## src/rtl/lr_sel_pkg.sv

```systemverilog
package lr_sel_pkg;
   typedef enum logic {
      SRC_PANEL  = 1'b0,
      SRC_REMOTE = 1'b1
   } ctrl_src_e;

   localparam int unsigned MIN_SYNC_STAGES = 2;
endpackage

```

## src/rtl/lr_sync.sv

```systemverilog
module lr_sync #(
   parameter int unsigned STAGES    = 2,
   parameter logic        RESET_VAL = 1'b1
) (
   input  logic clk,
   input  logic rst_n,
   input  logic d,
   output logic q
);
   localparam int unsigned LAST = STAGES - 1;

   if (STAGES < lr_sel_pkg::MIN_SYNC_STAGES) begin : g_bad_stages
      $error("lr_sync: STAGES must be at least %0d", lr_sel_pkg::MIN_SYNC_STAGES);
   end

   logic [STAGES-1:0] chain_q;

   always_ff @(posedge clk or negedge rst_n) begin
      if (!rst_n) chain_q <= {STAGES{RESET_VAL}};
      else        chain_q <= {chain_q[STAGES-2:0], d};
   end

   assign q = chain_q[LAST];
endmodule

```

## src/rtl/lr_mux_group.sv

```systemverilog
module lr_mux_group
   import lr_sel_pkg::*;
#(
   parameter int unsigned W                 = 4,
   parameter bit          REMOTE_ACTIVE_LOW = 1'b1
) (
   input  logic [W-1:0] panel_i,
   input  logic [W-1:0] remote_i,
   input  ctrl_src_e    src_i,
   output logic [W-1:0] sel_o
);
   logic [W-1:0] remote_hi;

   if (REMOTE_ACTIVE_LOW) begin : g_invert
      assign remote_hi = ~remote_i;
   end else begin : g_direct
      assign remote_hi = remote_i;
   end

   always_comb begin
      unique case (src_i)
         SRC_REMOTE: sel_o = remote_hi;
         default:    sel_o = panel_i;
      endcase
   end
endmodule

```

## src/rtl/lr_ctrl_select.sv

```systemverilog
module lr_ctrl_select
   import lr_sel_pkg::*;
#(
   parameter int unsigned GROUP_W           = 4,
   parameter int unsigned NUM_GROUPS        = 2,
   parameter int unsigned SYNC_STAGES       = 2,
   parameter bit          REMOTE_ACTIVE_LOW = 1'b1
) (
   input  logic                          clk,
   input  logic                          rst_n,
   input  logic [GROUP_W*NUM_GROUPS-1:0] panel,
   input  logic [GROUP_W*NUM_GROUPS-1:0] remote_n,
   input  logic                          local_remote_n,
   input  logic                          keep_panel,
   output logic [GROUP_W*NUM_GROUPS-1:0] ctrl,
   output logic                          hold_n
);
   localparam int unsigned LINES = GROUP_W * NUM_GROUPS;

   if (GROUP_W == 0 || NUM_GROUPS == 0) begin : g_bad_shape
      $error("lr_ctrl_select: GROUP_W and NUM_GROUPS must be non-zero");
   end

   logic         sel_local_s;
   logic         remote_req;
   ctrl_src_e    src;
   logic [LINES-1:0] ctrl_d;

   lr_sync #(
      .STAGES    (SYNC_STAGES),
      .RESET_VAL (1'b1)
   ) u_sel_sync (
      .clk   (clk),
      .rst_n (rst_n),
      .d     (local_remote_n),
      .q     (sel_local_s)
   );

   assign remote_req = ~sel_local_s;
   assign src        = (remote_req && !keep_panel) ? SRC_REMOTE : SRC_PANEL;

   for (genvar g = 0; g < NUM_GROUPS; g++) begin : g_group
      lr_mux_group #(
         .W                 (GROUP_W),
         .REMOTE_ACTIVE_LOW (REMOTE_ACTIVE_LOW)
      ) u_mux (
         .panel_i  (panel[g*GROUP_W +: GROUP_W]),
         .remote_i (remote_n[g*GROUP_W +: GROUP_W]),
         .src_i    (src),
         .sel_o    (ctrl_d[g*GROUP_W +: GROUP_W])
      );
   end

   always_ff @(posedge clk or negedge rst_n) begin
      if (!rst_n) begin
         ctrl   <= '0;
         hold_n <= 1'b1;
      end else begin
         ctrl   <= ctrl_d;
         hold_n <= ~remote_req;
      end
   end
endmodule

```

## config.mk

```make
export PLATFORM = sky130hd
export DESIGN_NAME = lr_ctrl_select
export DESIGN_NICKNAME = d
export VERILOG_FILES = /design/src/rtl/lr_sel_pkg.sv /design/src/rtl/lr_sync.sv /design/src/rtl/lr_mux_group.sv /design/src/rtl/lr_ctrl_select.sv
export SDC_FILE = /design/constraint.sdc
export NUM_CORES = 1
export LEC_CHECK = 0
export ABC_AREA = 1
export CORE_MARGIN = 2
export CORE_UTILIZATION = 30
export DETAILED_ROUTE_END_ITERATION = 12
export DONT_BUFFER_PORTS = 1
export GPL_ROUTABILITY_DRIVEN = 0
export SETUP_SLACK_MARGIN = 0.4
export SLEW_MARGIN = 5
export SYNTH_ARGS = -nofsm -noshare
export SYNTH_HDL_FRONTEND = slang
export SYNTH_SLANG_ARGS = --single-unit
```

## constraint.sdc

```tcl
create_clock -name clk -period 1 [get_ports clk]
set_clock_uncertainty 0.05 [all_clocks]
set_input_delay 0.2 -clock clk [delete_from_list [all_inputs] [get_ports clk]]
set_output_delay 0.2 -clock clk [all_outputs]
set_load 0.03 [all_outputs]
```

==> reports/metrics.yaml <==
outcome:
  status: "complete, but fails checks"
  violations_in_the_final_reports: "hold timing, setup timing"
grt:
  global_route.usage.met2_pct: 20.9
  grt_antenna_before_repair: 0
  globalRouteMet1Util_pct: 13.5
  grt-ovfl-total: 0
  grt_pass1_vias: 359
  groute.layer.met3.usage_pct: 6.96
  grt_most_used_layer: "met2"
  grt_max_degree: 12
  global_route.usage.total_pct: 12.6
  grt_pass1_wl_mm: 1.60
timing:
  rsz_0062_raised_after_global_routing: "yes"
  worst-slew-pin-transition_ns: 0.478
  timing.final.crit_share_pct: 112
  relSlewSlack_pct: 68.1
  max_freq_mhz: 892
  final_setup_violations: 1
  final-hold-violation-count: 14
  hold_ws_ns: -0.0982
  slew_viol_final: 0
  period_minus_slack_ns: 1.12
  finalWorstSetupSlack_ns: -0.121
  setup_tns_ns: -0.121
die:
  rows: 13
  floorplan.die_area_mm2: 0.00172
  die_x_um: 41.4
  initial_core_util_pct: 32.3
  floorplan.core_area_mm2: 0.00130
  chipHeight_um: 41.4
  ioPinCount: 29
clocking:
  cts.clk_slew.worst_paths_ns: 0.07
  clock-root-buffer: "sky130_fd_sc_hd__clkbuf_4"
  numClockSinks: 11
  cts_max_path_buffers: 2
  holdBufCountCts: 2
  worst_skew_late_latency_ns: 0.26
  inserted_clock_buffers: 3
  cts_tree: "built"
  clock_tree.htree_level_count: 1
worst_setup_path:
  worstPathArrival_ns: 0.87
  cp_max_fo: 1
  critPathCaptureType: "output port"
  timing.critical_path.required_ns: 0.75
  crit_type: "flip-flop to output port"
  worstSetupStartpointType: "flip-flop"
detailed_routing:
  drcViolationCount: 0
  drt-total-wl_um: 871
  routedWlPerCell_um: 13.0
  dr.pass1.iters: 4
  via_count: 312
  route.detailed.vias_per_inst: 4.66
  detail_route.iter0.violations: 2
  ant_nets: 0
synth:
  synthesis.instances: 44
  average_cell_area_after_synthesis_um2: 9.55
  synthesis.area_um2: 420
  synth.net_count: 64
  synth-seq-area-share_pct: 66.4
  number_of_synthesized_register_bits: 11
  post-synth-top-area-cell: "sky130_fd_sc_hd__dfrtp_1"
  ys.warnings.count: 0
  netlist.area_leader.share_pct: 47.6
  synthDistinctLibCells: 6
  synth_area_leaders: "sky130_fd_sc_hd__dfrtp_1 48%, sky130_fd_sc_hd__dfstp_2 19%, sky130_fd_sc_hd__nand2_1 14%"
finish:
  finalNetCount: 73
  area_delta_synth_final_pct: 30.7
  antenna_cell_count: 0
  fraction_of_layout_instances_using_a_drive_strength_above_1_pct: 48.1
  final_core_util_pct: 42.2
  most_common_cell_after_layout_fill_and_taps_aside: "sky130_fd_sc_hd__nand2_1"
  layout_common_cells: "15 x sky130_fd_sc_hd__nand2_1, 8 x sky130_fd_sc_hd__inv_1, 8 x sky130_fd_sc_hd__dfrtp_2, 7 x sky130_fd_sc_hd__o21ai_2"
power_and_ir_drop:
  power.switching_mw: 0.253
  power-per-cell-area_mw_per_mm2: 1690
  total_leakage_power_nw: 0.269
  combinational_power_share_pct: 8.0
  share_seq_of_total_power_pct: 60.4
  fin_total_pwr_mw: 0.930
  net_sw_share_pct: 27.2
  ir_drop_uv: 831
  cellInternalPower_mw: 0.677
  clk_network_pwr_share_pct: 31.6
min_path:
  tightest_hold_check_type: "primary input to asynchronous set/reset pin"
run:
  number_of_maximum_capacitance_constraint_violations: 0
placement:
  detailedPlacementHpwl_um: 608
  placement.io_buffers: 0
## worst register-to-register path: cells and delay by family, from the launching register on
kind             cells  cell delay (ns)
flip-flops           1             0.59
AND/OR/NAND/NOR      3             0.20
## per-layer routing
| metal | share of wire, % | up-vias |
|---|---|---|
| li1 | - | 149 |
| met1 | 35 | 146 |
| met2 | 53 | 17 |
| met3 | 13 | 0 |
| met4 | 0 | 0 |
| met5 | 0 | - |
## path summary, 6_finish.rpt
path | startpoint | endpoint | slack [ns] | depth (start not counted)
setup / recovery | hold_n | hold_n | -0.12 | 0
hold / removal | rst_n | ctrl[6] | -0.1 | 1
setup reg to reg | u_sel_sync.chain_q[1] | ctrl[3] | 0.05 | 3
hold reg to reg | u_sel_sync.chain_q[0] | u_sel_sync.chain_q[1] | 0.31 | 0
max in group asynchronous | rst_n | ctrl[0] | 0.64 | 1
min in group clk | panel[6] | ctrl[6] | -0.01 | 2
## per-stage QoR
stage	area (um^2)	setup WS [ns]	hold slack, ns	cells
2_1_floorplan	420	0.0932	-0.146	44
3_3_place_gp	439	0.0362	-0.145	59
3_5_place_dp	439	0.0206	-0.145	59
4_1_cts	537	-0.126	-0.00289	67
5_1_grt	549	-0.150	-0.0507	67
6_report	549	-0.121	-0.0982	67
## Yosys cell counts
cell,number
sky130_fd_sc_hd__nand2_1,16
sky130_fd_sc_hd__dfrtp_1,8
sky130_fd_sc_hd__dfstp_2,3
sky130_fd_sc_hd__o21ai_0,8
sky130_fd_sc_hd__inv_1,8
sky130_fd_sc_hd__nor2_4,1
## timing repair
action	CTS	global route
setup buffers	2	0
endpoints found under the hold margin	15	10
gates resized for setup	24	4
setup endpoints to repair	19	30
pin swaps	14	10
## layout make-up
cell class	instances	area (um^2)
fillers	144	752
clock buffers	4	26.3
well taps	15	18.8
multi-input cells	25	140
flip-flops and latches	11	289
inverters	8	30.0
repair buffers	4	45.0
## state kept, by name (all words and copies together), names as in the netlist
| signal | count |
|---|---|
| hold_n | 1 |
| ctrl | 8 |
| u_sel_sync.chain_q | 2 |
## kinds of logic (layout without fill, tap and decap cells)
logic type / Yosys count / after routing / synth area share [%]
AND/OR/NAND/NOR: 17 / 17 / 17.0
flip-flops: 11 / 11 / 66.4
AO/OA/AOI/OAI: 8 / 8 / 9.52
buffers and inverters: 8 / 16 / 7.14
## power groups by stage
stage,Sequential [mW],Clock (mW),Combinational [mW]
finish,0.562,0.293,0.0745
global route,0.565,0.330,0.0879
CTS,0.563,0.295,0.0728
detailed placement,0.567,0,0.0380
global placement,0.566,0,0.0369
floorplan,0.560,0,0.0320
No activity file was read; power rests on OpenSTA's default activity.
